$ cat src/rtl/ctr_pkg.sv
package ctr_pkg;

  // Operation chosen for the next clock edge, highest priority last
  typedef enum logic [1:0] {
    OP_HOLD  = 2'd0,
    OP_COUNT = 2'd1,
    OP_LOAD  = 2'd2,
    OP_CLEAR = 2'd3
  } ctr_op_e;

  // Next register value for a given operation; operands are zero-extended
  // to 32 bits by the caller, which keeps WIDTH <= 32
  function automatic logic [31:0] ctr_next(ctr_op_e op, logic [31:0] cur,
                                           logic [31:0] ld);
    case (op)
      OP_CLEAR: ctr_next = '0;
      OP_LOAD:  ctr_next = ld;
      OP_COUNT: ctr_next = cur + 32'd1;
      default:  ctr_next = cur;
    endcase
  endfunction

  // True when the low `width` bits of v are all ones
  function automatic logic ctr_is_max(logic [31:0] v, int unsigned width);
    logic [31:0] mask;
    mask = (width >= 32) ? 32'hFFFF_FFFF : ((32'd1 << width) - 32'd1);
    ctr_is_max = ((v & mask) == mask);
  endfunction

endpackage

$ cat src/rtl/ctr_op_decode.sv
module ctr_op_decode
  import ctr_pkg::*;
(
  input  logic    clr_n,
  input  logic    load_n,
  input  logic    cnt_en,
  input  logic    chain_en,
  output ctr_op_e op
);

  // Priority: clear, then load, then count, otherwise hold
  always_comb begin
    if (!clr_n)                   op = OP_CLEAR;
    else if (!load_n)             op = OP_LOAD;
    else if (cnt_en && chain_en)  op = OP_COUNT;
    else                          op = OP_HOLD;
  end

endmodule

$ cat src/rtl/ctr_state.sv
module ctr_state
  import ctr_pkg::*;
#(
  parameter int WIDTH     = 4,
  parameter bit ASYNC_CLR = 1'b1
) (
  input  logic             clk,
  input  logic             clr_n,
  input  ctr_op_e          op,
  input  logic [WIDTH-1:0] d_in,
  output logic [WIDTH-1:0] q
);

  logic [WIDTH-1:0] q_r;
  logic [WIDTH-1:0] q_nxt;

  always_comb q_nxt = WIDTH'(ctr_next(op, 32'(q_r), 32'(d_in)));

  generate
    if (ASYNC_CLR) begin : g_async_clr
      always_ff @(posedge clk or negedge clr_n) begin
        if (!clr_n) q_r <= '0;
        else        q_r <= q_nxt;
      end
    end else begin : g_sync_clr
      // OP_CLEAR already yields zero through the next-value function
      always_ff @(posedge clk) begin
        q_r <= q_nxt;
      end
    end
  endgenerate

  assign q = q_r;

endmodule

$ cat src/rtl/ctr_tc.sv
module ctr_tc
  import ctr_pkg::*;
#(
  parameter int WIDTH = 4
) (
  input  logic [WIDTH-1:0] q,
  input  logic             chain_en,
  input  logic             clr_n,
  output logic             at_max,
  output logic             tc
);

  assign at_max = ctr_is_max(32'(q), WIDTH);
  // Gated by clr_n so the synchronous variant shows no flag during a clear
  assign tc     = at_max & chain_en & clr_n;

endmodule

$ cat src/rtl/casc_bin_counter.sv
module casc_bin_counter
  import ctr_pkg::*;
#(
  parameter int WIDTH     = 4,
  parameter bit ASYNC_CLR = 1'b1
) (
  input  logic             clk,
  input  logic             clr_n,
  input  logic             load_n,
  input  logic             cnt_en,
  input  logic             chain_en,
  input  logic [WIDTH-1:0] d_in,
  output logic [WIDTH-1:0] q,
  output logic             tc
);

  ctr_op_e op;

  // Named events for the bound checker
  logic ev_clear;
  logic ev_load;
  logic ev_count;
  logic at_max;

  ctr_op_decode u_dec (
    .clr_n    (clr_n),
    .load_n   (load_n),
    .cnt_en   (cnt_en),
    .chain_en (chain_en),
    .op       (op)
  );

  assign ev_clear = (op == OP_CLEAR);
  assign ev_load  = (op == OP_LOAD);
  assign ev_count = (op == OP_COUNT);

  ctr_state #(.WIDTH(WIDTH), .ASYNC_CLR(ASYNC_CLR)) u_state (
    .clk   (clk),
    .clr_n (clr_n),
    .op    (op),
    .d_in  (d_in),
    .q     (q)
  );

  ctr_tc #(.WIDTH(WIDTH)) u_tc (
    .q        (q),
    .chain_en (chain_en),
    .clr_n    (clr_n),
    .at_max   (at_max),
    .tc       (tc)
  );

endmodule

$ cat config.mk
export PLATFORM = sky130hd
export DESIGN_NAME = casc_bin_counter
export DESIGN_NICKNAME = d
export VERILOG_FILES = /design/src/rtl/ctr_pkg.sv /design/src/rtl/ctr_op_decode.sv /design/src/rtl/ctr_state.sv /design/src/rtl/ctr_tc.sv /design/src/rtl/casc_bin_counter.sv
export SDC_FILE = /design/constraint.sdc
export NUM_CORES = 1
export LEC_CHECK = 0
export BUFFER_PORTS_ARGS = -buffer_cell sky130_fd_sc_hd__buf_2
export CAP_MARGIN = 15
export CORE_AREA = 5 5 42 44
export CTS_CLUSTER_DIAMETER = 200
export DETAILED_ROUTE_END_ITERATION = 8
export DIE_AREA = 0 0 47 49
export HOLD_SLACK_MARGIN = 0.15
export SETUP_SLACK_MARGIN = 0.5
export SLEW_MARGIN = 20
export SYNTH_ARGS = -nofsm -noshare
export SYNTH_HDL_FRONTEND = slang
export SYNTH_SLANG_ARGS = --single-unit
$ cat constraint.sdc
create_clock -name clk -period 1.4 [get_ports clk]
set_input_delay 0.07 -clock clk [delete_from_list [all_inputs] [get_ports clk]]
set_output_delay 0.07 -clock clk [all_outputs]
set_load 0.005 [all_outputs]
==> impl_metrics.yaml, run 1 <==
timing:
  fin_skew_ns: 0.00508
  holdWs_ns: 0.144
  period_minus_slack_ns: 1.12
  post-route-period-util_pct: 79.9
  max_slew_margin_pct: 86.1
  slew_violations: 0
  timing.fmax_mhz: 894
  hold_violations: 0
  finalSetupViolCount: 0
  rsz0062_at_grt: "true"
  tightest_slew_ns: 0.208
  finalSetupTns_ns: 0
floorplan:
  chipHeight_um: 49
  core_um2: 1400
  initial_utilization_pct: 16.1
  rows: 14
  ios: 14
  die_width_um: 47
  die_area_um2: 2300
cells_and_area:
  drive_gt1_share_pct: 50.0
  final_common_cell: "buf_2"
  regArea_um2: 103
  nets: 64
  syn_to_final_growth_pct: 106
  n_antenna_cell: 0
  largest_reg_flops: 4
  fill_cells: 159
  layout_common_cells: "buf_2, dlygate4sd3_1"
  multiInputGateArea_um2: 145
yosys:
  synth_seq_cells: 4
  synth.distinct_cells: 15
  syn_area_um2: 225
  synthTopCellsByArea: "dfrtp_1, xor2_1, nand3_1, o21ai_0, ha_1"
  synthCells: 25
  yosysWarnings: 0
  yosys.area.top_type_share_pct: 44.4
  syn-num-nets: 35
  synth_area_leader_cell: "dfrtp_1"
  synth_area_per_cell_um2: 9.01
  synth_seq_area_share_pct: 44.4
setup_path:
  rrSetupSlack_ns: 0.28
  crit_path_start_kind: "flip-flop"
  critical_path_required_ns: 1.54
  r2r-start: "u_state.q[0]$_DFFE_PN0P_"
  cp_cell_sequence: "buf_4 -> buf_6 -> xor2_1 -> a211oi_1"
  slowest_delay_ns: 0.43
  cp_max_fo: 4
  rr_worst_depth: 4
  cp-end-kind: "flip-flop"
  critical_path_class: "flip-flop to flip-flop"
  cp_slowest_cell: "dfrtp_2"
  arrival_ns: 1.26
  rr_endpoint: "u_state.q[0]$_DFFE_PN0P_"
worst_hold_path:
  worstHoldStart: "cnt_en"
  hold_end: "u_state.q[1]$_DFFE_PN0P_"
  holdPathStages: 3
  hold_class: "primary input to flip-flop"
pwr:
  p_leak_uw: 0.000212
  p_total_uw: 371
  power.density_nw_per_um2: 801
  ir_worst_vdd_uv: 315
clock_network:
  clock_latency_ns: 0.24
  hold_buffers: 7
  max-clock-path-buffers: 2
  cts_sinks: 4
  cts.clk_slew.worst_paths_ns: 0.04
  cts_tree: "built"
  cts_buffers: 3
  root_buffer: "clkbuf_4"
  h-tree-depth: 1
routing:
  dr_total_vias: 298
  drt-total-wl_um: 834
  first_iter_violations: 5
  drtPass1Iterations: 4
  ant_nets: 0
  wire_per_inst_um: 12.3
  via_per_inst: 4.38
  drc: 0
grt:
  antenna_found_initial: 0
  grtUsageTotal_pct: 8.12
  grt_pass1_wl_um: 1280
  grt_max_degree: 6
  grt_pass1_vias: 290
  overflow: 0
outcome:
  run_status: "complete, no violations"
place:
  gp_congestion: 0.636
  io_buffers: 13
run:
  cap_viol_max_count: 0
-- synth_stat cells (all sizes together) --
cell and n:
dfrtp 4, nand3 3, nor2 3, o21ai 3, nand2 2, xor2 2, a211oi 1, a21oi 1
a311oi 1, a31oi 1, ha 1, inv 1, nand4 1, or3 1
-- kinds of logic after synthesis --
family	share of synthesized area, %
simple gates	21.7
compound gates	18.9
flops	44.4
xor+xnor	7.78
buf+inv	1.67
fa+ha+maj	5.55
-- critical path: cells and delay by family (launching register included) --
family,cells,cell delay [ns]
compound gates,1,0.19
buf+inv,2,0.25
flops,1,0.43
xor+xnor,1,0.15
-- metal layers --
metal,global-route usage (%),vias up,wire [um]
li1,-,149,-
met2,10.9,9,391
met1,10.2,138,362
met4,6.91,0,7
met3,2.21,2,72
met5,0,-,0
-- area by class of cell --
class / count / area share, %
inverter: 1 / 0.811
sequential: 4 / 22.2
tap: 16 / 4.32
multi-input combinational: 20 / 31.4
clock buffer: 3 / 4.86
timing repair buffer: 24 / 36.5
-- worst max path at each step --
| stage | from | to |
|---|---|---|
| after floorplan | u_state.q[0]$_DFFE_PN0P_ | u_state.q[2]$_DFFE_PN0P_ |
| after global placement | u_state.q[0]$_DFFE_PN0P_ | u_state.q[2]$_DFFE_PN0P_ |
| after detailed placement | u_state.q[0]$_DFFE_PN0P_ | u_state.q[2]$_DFFE_PN0P_ |
| after CTS | u_state.q[0]$_DFFE_PN0P_ | tc |
| after global routing | u_state.q[0]$_DFFE_PN0P_ | tc |
| final | u_state.q[0]$_DFFE_PN0P_ | u_state.q[0]$_DFFE_PN0P_ |
-- report_power, final --
group	switching (uW)	leakage (uW)	internal [uW]
clock network	46.6	0.0000138	95.8
registers	11.4	0.0000491	126
logic	37.8	0.000149	53.8
-- stage by stage --
step | setup slack (ns) | util (%) | cells | instance area (um^2)
finish | 0.282 | 33.0 | 68 | 463
global placement | 0.316 | 22.1 | 54 | 310
detailed placement | 0.313 | 22.1 | 54 | 310
floorplan | 0.379 | - | 25 | 225
global route | 0.225 | 33.0 | 68 | 463
CTS | 0.256 | 31.9 | 67 | 447
-- what timing repair did --
action,in CTS,in global routing
pin swaps,5,2
hold endpoints to repair,8,1
gates resized for setup,4,3
setup buffers,3,1
endpoints found under the setup margin,5,7
No activity file was read; power rests on OpenSTA's default activity.
==> run 2, diff against run 1 <==
--- a/config.mk
+++ b/config.mk
@@ -5,6 +5,7 @@
 export SDC_FILE = /design/constraint.sdc
 export NUM_CORES = 1
 export LEC_CHECK = 0
+export ABC_AREA = 1
 export BUFFER_PORTS_ARGS = -buffer_cell sky130_fd_sc_hd__buf_2
 export CAP_MARGIN = 15
 export CORE_AREA = 5 5 42 44
==> constraint.sdc (replaced) <==
create_clock -name clk -period 1 [get_ports clk]
set_input_delay 0.05 -clock clk [delete_from_list [all_inputs] [get_ports clk]]
set_output_delay 0.05 -clock clk [all_outputs]
set_load 0.005 [all_outputs]
==> impl_metrics.yaml, run 2 <==
outcome:
  run_status: "finished, violations left"
  violations: "setup timing"
floorplan:
  core_um2: 1400
  ios: 14
  initial_utilization_pct: 19.6
  die_area_um2: 2300
  chipHeight_um: 49
  rows: 14
  die_width_um: 47
clock_network:
  root_buffer: "clkbuf_4"
  max-clock-path-buffers: 2
  clock_latency_ns: 0.24
  cts_sinks: 4
  h-tree-depth: 1
  cts.clk_slew.worst_paths_ns: 0.04
  cts_buffers: 3
  hold_buffers: 1
  cts_tree: "built"
cells_and_area:
  syn_to_final_growth_pct: 67.7
  n_antenna_cell: 0
  final_area_um2: 462
  fill_cells: 159
  drive_gt1_share_pct: 55.2
  nets: 70
  layout_common_cells: "buf_2, nand2_1, nand3_1"
  final_common_cell: "buf_2"
  regArea_um2: 101
  largest_reg_flops: 4
  multiInputGateArea_um2: 194
setup_path:
  critical_path_class: "flip-flop to primary output"
  r2r-start: "u_state.q[0]$_DFFE_PN0P_"
  arrival_ns: 1.03
  critical_path_required_ns: 0.95
  cp-end-kind: "primary output"
  rrSetupSlack_ns: -0.04
  crit_family: "flip-flops"
  critPathBufInv: 1
  cp_cell_sequence: "ha_4 -> nand2_2 -> nor2_1 -> buf_2"
  crit_path_start_kind: "flip-flop"
  rr_worst_depth: 4
  slowest_delay_ns: 0.40
  cp_max_fo: 2
  rr_endpoint: "u_state.q[2]$_DFFE_PN0P_"
  cp_slowest_cell: "dfrtp_1"
yosys:
  synth_area_leader_cell: "dfrtp_1"
  syn_area_um2: 275
  synthTopCellsByArea: "dfrtp_1, nand3_1, nand2_1, a21oi_4, ha_1"
  yosysWarnings: 0
  synth_seq_area_share_pct: 36.4
  synth_most_common_cell: "nand2_1"
  synth_area_per_cell_um2: 7.65
  syn-num-nets: 46
  async_flop_share_pct: 100
  yosys.area.top_type_share_pct: 36.4
  synth_seq_cells: 4
  synth_mux_area_share_pct: 0
  synth_common_cells: "nand2_1, nand3_1, dfrtp_1, inv_1"
  synthCells: 36
  synth_xor_xnor_area_share_pct: 0
  synth_top_family_by_area: "simple AND/OR/NAND/NOR gates"
  synth.distinct_cells: 12
  ys.flop_type: "dfrtp_1"
  synthAdderAreaFrac_pct: 4.55
  yosys.area_share.simple_pct: 49.1
  synth_compound_area_share_pct: 5.91
  synth-edff-count: 0
routing:
  drc: 0
  dr_total_vias: 325
  via_per_inst: 4.39
  drt-total-wl_um: 855
  ant_nets: 0
  wire_per_inst_um: 11.6
  drtPass1Iterations: 2
  first_iter_violations: 3
place:
  gp_congestion: 0.703
  io_buffers: 13
  dpl-instance-area_um2: 385
  hpwl_um: 588
pwr:
  clkPwrFrac_pct: 39.4
  comb_power_share_pct: 24.0
  p_switching_uw: 138
  p_total_uw: 509
  power.density_nw_per_um2: 1100
  ir_worst_vdd_uv: 497
  swShare_pct: 27.2
  p_leak_uw: 0.000239
  seq_power_share_pct: 36.6
  internal_power_uw: 371
timing:
  hold_violations: 0
  period_minus_slack_ns: 1.08
  tightest_slew_ns: 0.221
  max_slew_margin_pct: 85.2
  post-route-period-util_pct: 108
  finalSetupTns_ns: -0.113
  timing.fmax_mhz: 930
  fin_skew_ns: 0.00306
  rsz0062_at_grt: "true"
  finalWorstSetupSlack_ns: -0.0754
  slew_violations: 0
  finalSetupViolCount: 2
grt:
  grt_pass1_wl_um: 1330
  grt_max_degree: 8
  grtUsageTotal_pct: 8.41
  overflow: 0
  grt_pass1_vias: 323
  antenna_found_initial: 0
worst_hold_path:
  hold_class: "primary input to flip-flop"
  worstHoldStart: "d_in[3]"
  holdPathStages: 3
  hold_end: "u_state.q[3]$_DFFE_PN0P_"
run:
  cap_viol_max_count: 0
run 2: final cells by class:
class / count / share of cell area, %
clock buffer: 3 / 4.88
inverter: 3 / 2.44
multi-input combinational: 29 / 42.0
sequential: 4 / 22.0
tap: 16 / 4.34
timing repair buffer: 19 / 24.4
run 2: worst max-delay path by stage:
stage          cells after the start                     start  slack, ns                        to
3_5_place_dp                       4  u_state.q[1]$_DFFE_PN0P_     -0.004  u_state.q[2]$_DFFE_PN0P_
2_1_floorplan                      4  u_state.q[0]$_DFFE_PN0P_      -0.04  u_state.q[2]$_DFFE_PN0P_
6_report                           4  u_state.q[0]$_DFFE_PN0P_      -0.08                        tc
5_1_grt                            4  u_state.q[0]$_DFFE_PN0P_      -0.12                        tc
4_1_cts                            4  u_state.q[0]$_DFFE_PN0P_      -0.08                        tc
3_3_place_gp                       4  u_state.q[1]$_DFFE_PN0P_       0.02  u_state.q[2]$_DFFE_PN0P_
run 2: tightest hold or removal path, stage by stage:
cell	delay [ns]
buf_2	0.08
nand3_1	0.07
nand3_1	0.07
run 2: what timing repair did:
action,CTS,global route
gates resized for setup,1,4
endpoints found under the setup margin,9,13
gates cloned,0,0
pin swaps,2,1
buffers inserted,1,2
endpoints found under the hold margin,8,4
run 2: stage by stage:
step	worst slack [ns]	hold WS [ns]	std cells	utilization, %
floorplan	-0.0414	-0.246	36	-
global placement	0.0158	-0.0916	67	27.5
detailed placement	-0.00360	-0.0918	67	27.5
CTS	-0.0808	0.0624	72	30.5
global route	-0.116	0.0761	74	32.9
finish	-0.0754	0.0639	74	32.9
run 2: kinds of logic after synthesis:
logic type      Yosys count
compound gates            1
fa+ha+maj                 1
buf+inv                   3
flops                     4
simple gates             27
run 2: metal layers:
metal  GRT usage [%]  wire length (um)  vias up  share of wire (%)
met1            8.67               359      147                 42
li1                -                 -      166                  -
met5               0                 0        -                  0
met2            12.4               421       10                 49
met4            5.53                17        0                2.0
met3            4.80                57        2                6.7
run 2: power by group through the flow:
stage / clock network (uW) / logic, uW / registers (uW)
after floorplan: 0 / 39.0 / 190
after global placement: 0 / 96.9 / 186
after detailed placement: 0 / 98.6 / 186
after CTS: 206 / 107 / 183
after global routing: 213 / 133 / 188
final: 201 / 122 / 186
